`config.mk`:
```
export PLATFORM = sky130hd
export DESIGN_NAME = frame_seq
export DESIGN_NICKNAME = d
export VERILOG_FILES = /design/src/rtl/frame_seq.sv
export SDC_FILE = /design/constraint.sdc
export NUM_CORES = 1
export LEC_CHECK = 0
export BUFFER_PORTS_ARGS = -buffer_cell sky130_fd_sc_hd__clkbuf_2
export CORE_MARGIN = 4
export CORE_UTILIZATION = 47
export DETAILED_ROUTE_END_ITERATION = 8
export GPL_TIMING_DRIVEN = 1
export PLACE_DENSITY = 0.73
export REMOVE_ABC_BUFFERS = 1
export SETUP_SLACK_MARGIN = 0.1
export SLEW_MARGIN = 20
export SYNTH_ARGS = -nofsm -noshare
export SYNTH_HDL_FRONTEND = slang
export SYNTH_SLANG_ARGS = --single-unit
```
`constraint.sdc`:
```
create_clock -name clk -period 4.8 [get_ports clk]
set_clock_uncertainty 0.15 [all_clocks]
set_input_delay 0 -clock clk [delete_from_list [all_inputs] [get_ports clk]]
set_output_delay 0 -clock clk [all_outputs]
set_load 0.005 [all_outputs]
```
`src/rtl/frame_seq.sv`:
```
module frame_seq (
  input  logic        clk,
  input  logic        rst_n,
  input  logic        start,
  input  logic [1:0]  op,
  input  logic [31:0] sp_in,
  input  logic [31:0] fp_in,
  input  logic [31:0] pc_in,
  input  logic [2:0]  ilen,
  input  logic [31:0] tgt,
  input  logic [31:0] handler_in,
  output logic        mem_req,
  output logic        mem_we,
  output logic [31:0] mem_addr,
  output logic [31:0] mem_wdata,
  input  logic        mem_ack,
  input  logic [31:0] mem_rdata,
  output logic [31:0] sp_o,
  output logic [31:0] fp_o,
  output logic [31:0] pc_o,
  output logic        done,
  output logic        trap_we,
  output logic [7:0]  trap_cause,
  output logic [31:0] trap_num
);
  typedef enum logic [2:0] {S_IDLE, S_WRA, S_WFP, S_RFP, S_RRA, S_DONE} st_t;
  st_t st;
  logic [1:0]  op_r;
  logic [31:0] addr_r, wdata_r, fpsave_r, newpc_r;

  wire is_ret = (op == 2'd1);
  wire is_swi = (op == 2'd2);
  wire full_vec = &tgt;
  wire [31:0] ret_addr = pc_in + {29'd0, ilen};

  assign mem_req    = (st == S_WRA) || (st == S_WFP) || (st == S_RFP) || (st == S_RRA);
  assign mem_we     = (st == S_WRA) || (st == S_WFP);
  assign mem_addr   = addr_r;
  assign mem_wdata  = wdata_r;
  assign done       = (st == S_DONE);
  assign trap_we    = done && (op_r == 2'd2);
  assign trap_cause = 8'd3;

  always_ff @(posedge clk) begin
    if (!rst_n) begin
      st       <= S_IDLE;
      op_r     <= 2'd0;
      addr_r   <= '0;
      wdata_r  <= '0;
      fpsave_r <= '0;
      newpc_r  <= '0;
      sp_o     <= '0;
      fp_o     <= '0;
      pc_o     <= '0;
      trap_num <= '0;
    end else begin
      case (st)
        S_IDLE: if (start) begin
          op_r <= op;
          if (is_swi) trap_num <= tgt;
          if (is_ret) begin
            addr_r <= fp_in;
            st     <= S_RFP;
          end else if (is_swi && !full_vec) begin
            sp_o <= sp_in;
            fp_o <= fp_in;
            pc_o <= ret_addr;
            st   <= S_DONE;
          end else begin
            addr_r   <= sp_in - 32'd8;
            wdata_r  <= ret_addr;
            fpsave_r <= fp_in;
            newpc_r  <= is_swi ? handler_in : tgt;
            st       <= S_WRA;
          end
        end
        S_WRA: if (mem_ack) begin
          addr_r  <= addr_r - 32'd4;
          wdata_r <= fpsave_r;
          st      <= S_WFP;
        end
        S_WFP: if (mem_ack) begin
          sp_o <= addr_r;
          fp_o <= addr_r;
          pc_o <= newpc_r;
          st   <= S_DONE;
        end
        S_RFP: if (mem_ack) begin
          fp_o   <= mem_rdata;
          sp_o   <= addr_r + 32'd12;
          addr_r <= addr_r + 32'd4;
          st     <= S_RRA;
        end
        S_RRA: if (mem_ack) begin
          pc_o <= mem_rdata;
          st   <= S_DONE;
        end
        default: st <= S_IDLE;
      endcase
    end
  end
endmodule


```
# Word level (Yosys, flattened, before mapping)
# Cells that the tools add are included.
[totals]
wordCells = 91
regBits = 261
output_inout_bits = 204
in_bits = 201
[op_classes]
n_eq_ne = 18
bitwise = 2
n_reduce_logical = 21
addsub = 5
n_mux = 35
[ops]
columns = ["cell", "n"]
rows = [
  ["$mux W32", 23],
  ["$pmux W32 S3", 4],
  ["$pmux W32 S2", 1],
  ["$add A32 B3 Y32", 1],
  ["$add A32 B3 Y32 const B", 1],
  ["$add A32 B4 Y32 const B", 1],
  ["$reduce_and A32 Y1", 1],
  ["$sub A32 B3 Y32 const B", 1],
  ["$sub A32 B4 Y32 const B", 1],
  ["$mux W3", 6],
  ["$ne A2 B2 Y1 const B", 8],
  ["$pmux W3 S4", 1],
  ["$reduce_and A6 Y1", 2],
  ["$reduce_and A5 Y1", 2],
  ["$reduce_bool A3 Y1", 3],
  ["$reduce_and A4 Y1", 2],
  ["$eq A3 B2 Y1 const B", 2],
  ["$eq A3 B3 Y1 const B", 2],
  ["$eq A2 B2 Y1 const B", 2],
  ["$eq A3 B1 Y1 const B", 1],
  ["$logic_not A3 Y1", 1],
  ["$logic_or A1 B1 Y1", 3],
  ["$ne A3 B3 Y1 const B", 1],
  ["$reduce_and A3 Y1", 1],
  ["other kinds (8)", 10],
]

# Depth between registers and ports, before layout
# Gate-level depths: netlist (run 1).
[depth]
word_depth = 7
ltp_mapped = 15
mapped_depth_nobuf = 13

# Least setup slack after synthesis (run 1)
# OpenSTA, ideal clock, no wires.
[synth_timing]
kind = "register to register"
start = "register st[1]"
end = "register addr_r[30], in the netlist mem_addr[30]"
path_stages_with_launch = 15
setup_slack_ns = 0.698
required_time_ns = 4.513
n_path_buf = 2
synth_period_minus_slack_ns = 4.102
setup_ns = 0.137
t_arrival_ns = 3.816
cell_sequence = "dfxtp_1 -> clkbuf_1 -> nor2b_1 -> clkbuf_1 -> nand2_1 -> ha_1 -> and2_1 -> and3_1 -> a221o_1 -> a21o_1 -> o41ai_4 -> a21oi_1 -> a221o_1 -> xnor2_1 -> a31oi_1"
[synth_via]
elab_chain_len = 3
elab_cells_between_ends = 10
classes_between = "eq/ne: 6; mux: 1; reduce/logical: 3"
[synth_lines]
columns = ["item", "line_no", "text"]
rows = [
  ["start, declared", "27", "st_t st;"],
  ["start signal, assigned", "46", "st <= S_IDLE;"],
  ["start signal, assigned", "63", "st <= S_RFP;"],
  ["start signal, assigned", "68", "st <= S_DONE;"],
  ["$eq A3 B1 Y1, or another cell as far along", "57", "case (st)"],
  ["$ne A2 B2 Y1 (no line), or another cell as far along", "n/a", ""],
  ["$reduce_and A5 Y1 (no line)", "n/a", ""],
  ["end signal, assigned", "62", "addr_r <= fp_in;"],
  ["end signal, assigned", "70", "addr_r <= sp_in - 32'd8;"],
  ["end signal, assigned", "78", "addr_r <= addr_r - 32'd4;"],
  ["end, declared", "29", "logic [31:0] addr_r, wdata_r, fpsave_r, newpc_r;"],
]
# Parallel ways exist; a longest one is shown, timed or not.
# A chain may end at the register's enable or synchronous reset.

# Worst setup path in the final report (run 1)
[layout_timing]
start = "register st[2]"
end = "register addr_r[29], in the netlist mem_addr[29]"
# The elaborated chain is that of the path after synthesis.

==> impl_metrics.csv, run 1 <==
group,metric,value,unit
clock_tree,cts_buffers,29,
clock_tree,cts.sinks,261,
power_and_ir_drop,vdd_drop_max,0.3360,mV
sta,slew_headroom,0.2641,
worst_setup_path,setup.worst_path.start,"st[2]$_SDFFE_PN0P_",
global_routing,globalRouteTotalUtil,0.3441,
placed_design,gp_congestion,0.9269,
power_and_ir_drop,power.density,372.5,mW/mm^2
yosys,synthFlopType,"dfxtp_1",
yosys,syn-cell-area,0.01476,sq mm
detailed_routing,dr.pass1.iters,5,
floorplan,core.rowCount,64,
layout,seq_area,0.005226,sq mm
detailed_routing,drc,0,
detailed_routing,drt_iter0_markers,1586,
worst_setup_path,crit_path_max_fanout,29,
layout,final_util,0.6633,
worst_setup_path,cp_data_arrival_time,4.77,ns
layout,multi_input_comb_area,0.008924,sq mm
yosys,async_flop_share,0,
detailed_routing,drt-total-wl,61.80,mm
clock_tree,postCtsHoldBufs,251,
sta,timing.final.hold_violations,0,
layout,drive_gt1_frac,0.1993,
power_and_ir_drop,p_leak,0.008486,uW
sta,fmax,223.9,MHz
layout,num-fill-cells,2552,
yosys,ys_ff_latch,261,
yosys,synth_seq_area_share,0.3540,
clock_tree,root_buffer,"clkbuf_16",
yosys,yosysWarningCount,0,
detailed_routing,wl_per_cell,21.29,um
yosys,avgSynthCellArea,7.643,sq um
status,outcome,"finished clean",
sta,fin_setup_tns,0,ns
sta,worstMarginPinSlew,1.104,ns
clock_tree,cts_resized,0,
detailed_routing,viasPerCell,5.955,
sta,fin_crit_sh,0.9305,
floorplan,fp.coreArea,0.03075,sq mm
global_routing,grt_antenna_before_repair,0,
worst_setup_path,critPathMaxStageDelay,0.75,ns
sta,setup_viol,0,
global_routing,grt_pass1_vias,17080,
clock_tree,insertion_delay,0.57,ns
worst_setup_path,crit_path_frequent_cell,"o21ai_1",
worst_setup_path,reg2reg_to,"mem_addr[29]$_SDFFE_PN0P_",
clock_tree,cts_tree,"built",
yosys,synth.distinct_cells,71,
layout,layout.nets,2721,
worst_setup_path,startpoint_type,"register",
floorplan,fp.dieH,185.2,um
power_and_ir_drop,power.total,7598,uW
floorplan,ios,405,
clock_tree,clkTransAtPathRegs,0.07,ns
worst_setup_path,rrSetupSlack,0.33,ns
floorplan,die-area,0.03430,sq mm
worst_setup_path,worstRegToRegCells,14,
layout,synthToLayoutAreaGrowth,38.19,%
placed_design,portBuffers,396,
floorplan,die_w,185.2,um
global_routing,grt_max_degree,186,
sta,holdWs,0.09476,ns
worst_setup_path,cp_cell_sequence,"nor2b_4, nand2_1, buf_4, ha_1, a21oi_1, o211ai_1, nand4_1, nand3_1, o21ai_1, o21ai_1, a31oi_1, xor2_1, o21ai_1, dlygate4sd3_1",
sta,maxSlewViolCount,0,
job,maxCapViolCount,0,
global_routing,grt_pass1_wl,94.45,mm
detailed_routing,vias,17280,
clock_tree,htree_levels,1,
clock_tree,post_cts_buffers,0,
clock_tree,cts_buffer_depth,3,
detailed_routing,antenna_left,0,
sta,rsz0062_at_grt,"no",
worst_setup_path,crit_type,"register to register",
worst_setup_path,cp.required,5.10,ns
placed_design,detailed_place_hpwl,40.63,mm
global_routing,gr-total-overflow,0,
floorplan,initial_core_util,0.4800,
sta,finalCriticalPeriod,4.466,ns
worst_setup_path,timing.rr.start,"st[2]$_SDFFE_PN0P_",
worst_setup_path,slowest_stage,"dfxtp_1",
min_path,hold_path_class,"input pin to register",
yosys,synth_cells,1931,
worst_setup_path,cp-endpoint,"mem_addr[29]$_SDFFE_PN0P_",
worst_setup_path,crit_path_end_kind,"register",
yosys,synth_edf_count,0,
-- state kept, by name (all words and copies together) (netlist names), 32 cells and up --
name / flops
mem_addr: 32
mem_wdata: 32
fpsave_r: 32
newpc_r: 32
pc_o: 32
fp_o: 32
sp_o: 32
trap_num: 32
-- worst min-delay path by stage --
| stage | start | endpoint | slack (ns) | cells past startpoint |
|---|---|---|---|---|
| floorplan | rst_n | pc_o[26]$_SDFFE_PN0P_ | -0.02 | 1 |
| global placement | tgt[17] | trap_num[17]$_SDFFE_PN0P_ | 0.10 | 3 |
| detailed placement | tgt[17] | trap_num[17]$_SDFFE_PN0P_ | 0.11 | 3 |
| CTS | tgt[24] | trap_num[24]$_SDFFE_PN0P_ | 0.06 | 4 |
| global route | tgt[6] | trap_num[6]$_SDFFE_PN0P_ | 0.11 | 4 |
| finish | tgt[4] | trap_num[4]$_SDFFE_PN0P_ | 0.09 | 4 |
-- cells by family after synthesis --
kind of cell | share of synthesized area
other | 0.0005088
flip-flops | 0.3540
adder cells (fa/ha/maj) | 0.03238
AND/OR/NAND/NOR | 0.2190
buffers and inverters | 0.04705
XOR/XNOR | 0.06172
multiplexers | 0.04680
AO/OA/AOI/OAI | 0.2386
-- cells in the mapped netlist (6+ instances only) --
cell type,count,area (sq um)
o21ai_0,41,205.2
inv_1,16,60.06
clkbuf_1,125,469.2
xnor2_1,50,437.9
a21o_1,17,127.6
a211oi_1,148,1111
nand2_1,208,780.8
buf_4,8,60.06
nand3_1,35,175.2
nor3_1,34,170.2
a21oi_1,221,1106
o21ai_1,14,70.07
and2_1,11,68.82
buf_1,7,26.28
a311oi_1,14,122.6
xor2_1,54,473.0
mux2i_1,69,690.7
ha_1,35,437.9
nor2b_1,11,68.82
or3_1,6,37.54
and3_1,13,81.33
a31oi_1,12,75.07
dfxtp_1,261,5225
nand4_1,26,162.7
nor2_1,345,1295
a221oi_1,19,166.4
a22oi_1,13,97.59
buf_2,15,75.07
nand2b_1,15,93.84
o211ai_1,11,82.58
-- per-layer routing --
layer  routed length, um  GRT usage  part of all wire
met2               28140     0.5693              0.46
met3                5460    0.06225             0.088
met5                   0          0                 0
met1               24340     0.4268              0.39
met4                3859     0.1832             0.062
-- final cells by class --
| type | count | share of cell area |
|---|---|---|
| diodes | 2 | 0.0002454 |
| clock buffers | 40 | 0.04006 |
| clock inverters | 12 | 0.008711 |
| inverters | 17 | 0.003497 |
| multi-input cells | 1504 | 0.4375 |
| flip-flops and latches | 261 | 0.2562 |
| well taps | 396 | 0.02429 |
| repair buffers | 670 | 0.2294 |
-- metrics by stage --
stage / instance area, sq um / setup slack, ns / std cells
floorplan: 14150 / -4.640 / 1782
global placement: 16870 / 0.8914 / 2597
detailed placement: 16870 / 0.7695 / 2597
CTS: 20380 / 0.3821 / 2900
global route: 20390 / 0.1028 / 2900
finish: 20400 / 0.3336 / 2902
-- placed cells by master, fill, tap and decap left out, drive strengths merged, types with 13 or more instances in the layout --
cell type / instances
a21oi: 221
a221oi: 19
dlygate4sd3: 251
nor2: 348
buf: 23
nand2b: 15
mux2i: 69
a311oi: 14
xnor2: 50
nand2: 209
nor3: 37
clkbuf: 436
inv: 18
a22oi: 13
xor2: 54
ha: 35
and3: 13
a211oi: 149
nand3: 36
a21o: 17
o21ai: 55
nand4: 26
dfxtp: 261
-- critical path: cells and delay by family, from the launching register on --
kind / cells / cell delay [ns]
buffers and inverters: 2 / 0.97
adder cells (fa/ha/maj): 1 / 0.38
XOR/XNOR: 1 / 0.17
AO/OA/AOI/OAI: 6 / 1.24
flip-flops: 1 / 0.75
AND/OR/NAND/NOR: 4 / 0.66
-- power by group --
group	switching, uW	internal, uW
Sequential	261	2410
Combinational	1470	1090
Clock	970	1400
Total	2700	4900
(Power assumes the default switching activity.)
==> run 2: changes to the inputs <==
==> constraint.sdc (replaced) <==
create_clock -name clk -period 5.7 [get_ports clk]
set_clock_uncertainty 0.15 [all_clocks]
set_input_delay 0 -clock clk [delete_from_list [all_inputs] [get_ports clk]]
set_output_delay 0 -clock clk [all_outputs]
set_load 0.005 [all_outputs]
==> impl_metrics.csv, run 2 (synthesis results as in run 1) <==
group,metric,value,unit
layout,synthToLayoutAreaGrowth,37.34,%
min_path,worst_hold_path.endpoint,"mem_wdata[2]$_SDFFE_PN0P_",
job,maxCapViolCount,0,
placed_design,gp_congestion,0.9295,
layout,layout_common_cells,"clkbuf_2 (396), nor2_1 (344), dfxtp_1 (260)",
power_and_ir_drop,clkPwrFrac,0.304,
floorplan,ios,405,
sta,timing.final.hold_violations,0,
worst_setup_path,slowest_stage,"nor2_4",
worst_setup_path,critical-path-top-delay-family,"simple AND/OR/NAND/NOR gates",
min_path,min_path_cells,7,
sta,rsz0062_at_grt,"no",
power_and_ir_drop,vdd_drop_max,0.2670,mV
clock_tree,htree_levels,1,
clock_tree,cts_tree,"built",
layout,layout.nets,2712,
layout,multi_input_comb_area,0.008929,sq mm
worst_setup_path,crit_path_frequent_cell,"buf_4",
power_and_ir_drop,p_leak,0.008413,uW
global_routing,grt_pass1_vias,16660,
detailed_routing,dr.pass1.iters,5,
detailed_routing,highest_layer,"met4",
worst_setup_path,crit_path_max_fanout,43,
placed_design,portBuffers,396,
detailed_routing,wl_met2,27.22,mm
floorplan,die-area,0.03430,sq mm
min_path,hold_start,"pc_in[1]",
worst_setup_path,worstRegToRegCells,12,
worst_setup_path,crit_path_end_kind,"register",
worst_setup_path,rrSetupSlack,1.44,ns
detailed_routing,met3WireLength,5.131,mm
sta,fin_crit_sh,0.7518,
clock_tree,insertion_delay,0.58,ns
power_and_ir_drop,power.density,310.0,mW/mm^2
power_and_ir_drop,seq_power_share,0.358,
clock_tree,post_cts_buffers,0,
floorplan,die_w,185.2,um
layout,drive_gt1_frac,0.1970,
detailed_routing,antenna_left,0,
detailed_routing,vias,17020,
global_routing,gr-total-overflow,0,
power_and_ir_drop,combPwrFrac,0.339,
layout,seq_area,0.005226,sq mm
worst_setup_path,cp_cell_sequence,"dlygate4sd3_1, clkbuf_2, nand4_1, nor4_1, a21boi_1, o21ai_1, nor2b_2, buf_4, nand2_1, nor2_4, buf_4, nor2_1, a211oi_1",
worst_setup_path,startpoint_type,"input pin",
layout,final_common_cell,"clkbuf_2",
global_routing,grt_pass1_wl,90.94,mm
power_and_ir_drop,p_int,4029,uW
detailed_routing,drt-met1-wl,24.13,mm
clock_tree,cts_resized,0,
clock_tree,cts.sinks,261,
sta,fmax,233.4,MHz
clock_tree,root_buffer,"clkbuf_16",
detailed_routing,drt_iter0_markers,1369,
power_and_ir_drop,swShare,0.3588,
worst_setup_path,critPathMaxStageDelay,0.88,ns
global_routing,grt_antenna_before_repair,1,
detailed_routing,viasPerCell,5.874,
min_path,hold_path_class,"input pin to register",
placed_design,place_area,0.01684,sq mm
worst_setup_path,cp_data_arrival_time,4.60,ns
sta,holdWs,0.07217,ns
sta,maxSlewViolCount,0,
floorplan,fp.dieH,185.2,um
worst_setup_path,reg2reg_to,"mem_addr[30]$_SDFFE_PN0P_",
power_and_ir_drop,power_switching,2255,uW
floorplan,core.rowCount,64,
layout,num-fill-cells,2545,
global_routing,grt_max_degree,170,
clock_tree,clkTransAtPathRegs,0.06,ns
worst_setup_path,timing.rr.start,"st[2]$_SDFFE_PN0P_",
clock_tree,cts_buffer_depth,3,
sta,setup_viol,0,
floorplan,initial_core_util,0.4800,
sta,finalCriticalPeriod,4.285,ns
clock_tree,cts_buffers,30,
clock_tree,postCtsHoldBufs,245,
detailed_routing,wl_per_cell,20.66,um
detailed_routing,drt-total-wl,59.84,mm
sta,worstMarginPinSlew,1.075,ns
sta,slew_headroom,0.2815,
detailed_routing,drc,0,
layout,final_area,0.02027,sq mm
worst_setup_path,cp.required,6.02,ns
status,outcome,"finished clean",
worst_setup_path,critPathBufInv,4,
global_routing,globalRouteTotalUtil,0.3302,
placed_design,detailed_place_hpwl,40.81,mm
floorplan,fp.coreArea,0.03075,sq mm
worst_setup_path,crit_type,"input pin to register",
-- run 2: worst register-to-register path, stage by stage, from the launching register on --
cell and delay, ns:
dfxtp_1 0.73, nor2b_4 0.08, nand2_1 0.59, ha_1 0.43
and2_1 0.20, and3_1 0.19, a221o_1 0.32, a21o_1 0.23
o41ai_4 0.43, a21oi_1 0.20, a221o_1 0.35, xnor2_1 0.13
a31oi_1 0.09
-- run 2: worst max-delay path by stage --
stage,cells after the start,start,end,slack [ns]
after floorplan,12,st[1]$_SDFFE_PN0P_,mem_addr[30]$_SDFFE_PN0P_,-3.74
after global placement,12,st[2]$_SDFFE_PN0P_,mem_addr[30]$_SDFFE_PN0P_,1.63
after detailed placement,12,st[2]$_SDFFE_PN0P_,mem_addr[30]$_SDFFE_PN0P_,1.47
after CTS,12,st[2]$_SDFFE_PN0P_,mem_addr[30]$_SDFFE_PN0P_,1.46
after global routing,13,tgt[2],newpc_r[10]$_SDFFE_PN0P_,1.09
final,13,tgt[2],newpc_r[10]$_SDFFE_PN0P_,1.41
-- run 2: power groups by stage --
stage / sequential [uW] / clock, uW / combinational (uW)
floorplan: 2230 / 0 / 1260
global placement: 2270 / 0 / 1890
detailed placement: 2280 / 0 / 1920
CTS: 2240 / 1930 / 2090
global route: 2270 / 2000 / 2340
finish: 2250 / 1910 / 2130
-- run 2: final cells by class --
class,instances,share of cell area
Antenna cell,4,0.0004938
Sequential cell,261,0.2578
Clock inverter,6,0.003950
Tap cell,396,0.02444
Inverter,17,0.003518
Clock buffer,49,0.04352
Timing Repair Buffer,660,0.2258
Multi-Input combinational cell,1504,0.4405
-- run 2: stage by stage --
stage                     utilization  total power [uW]  instances  setup TNS, ns  setup slack, ns
after CTS                      0.6586              6256       2893              0            1.459
after global routing           0.6590              6601       2894              0            1.094
final                          0.6592              6284       2897              0            1.415
after global placement         0.5474              4163       2593              0            1.627
after floorplan                     -              3488       1782        -116.64           -3.740
after detailed placement       0.5476              4198       2593              0            1.473
-- run 2: metal layers --
layer,vias to the layer above,track usage
met4,0,0.1656
met1,7990,0.4176
li1,7937,-
met2,910,0.5443
met3,179,0.05656
met5,-,0
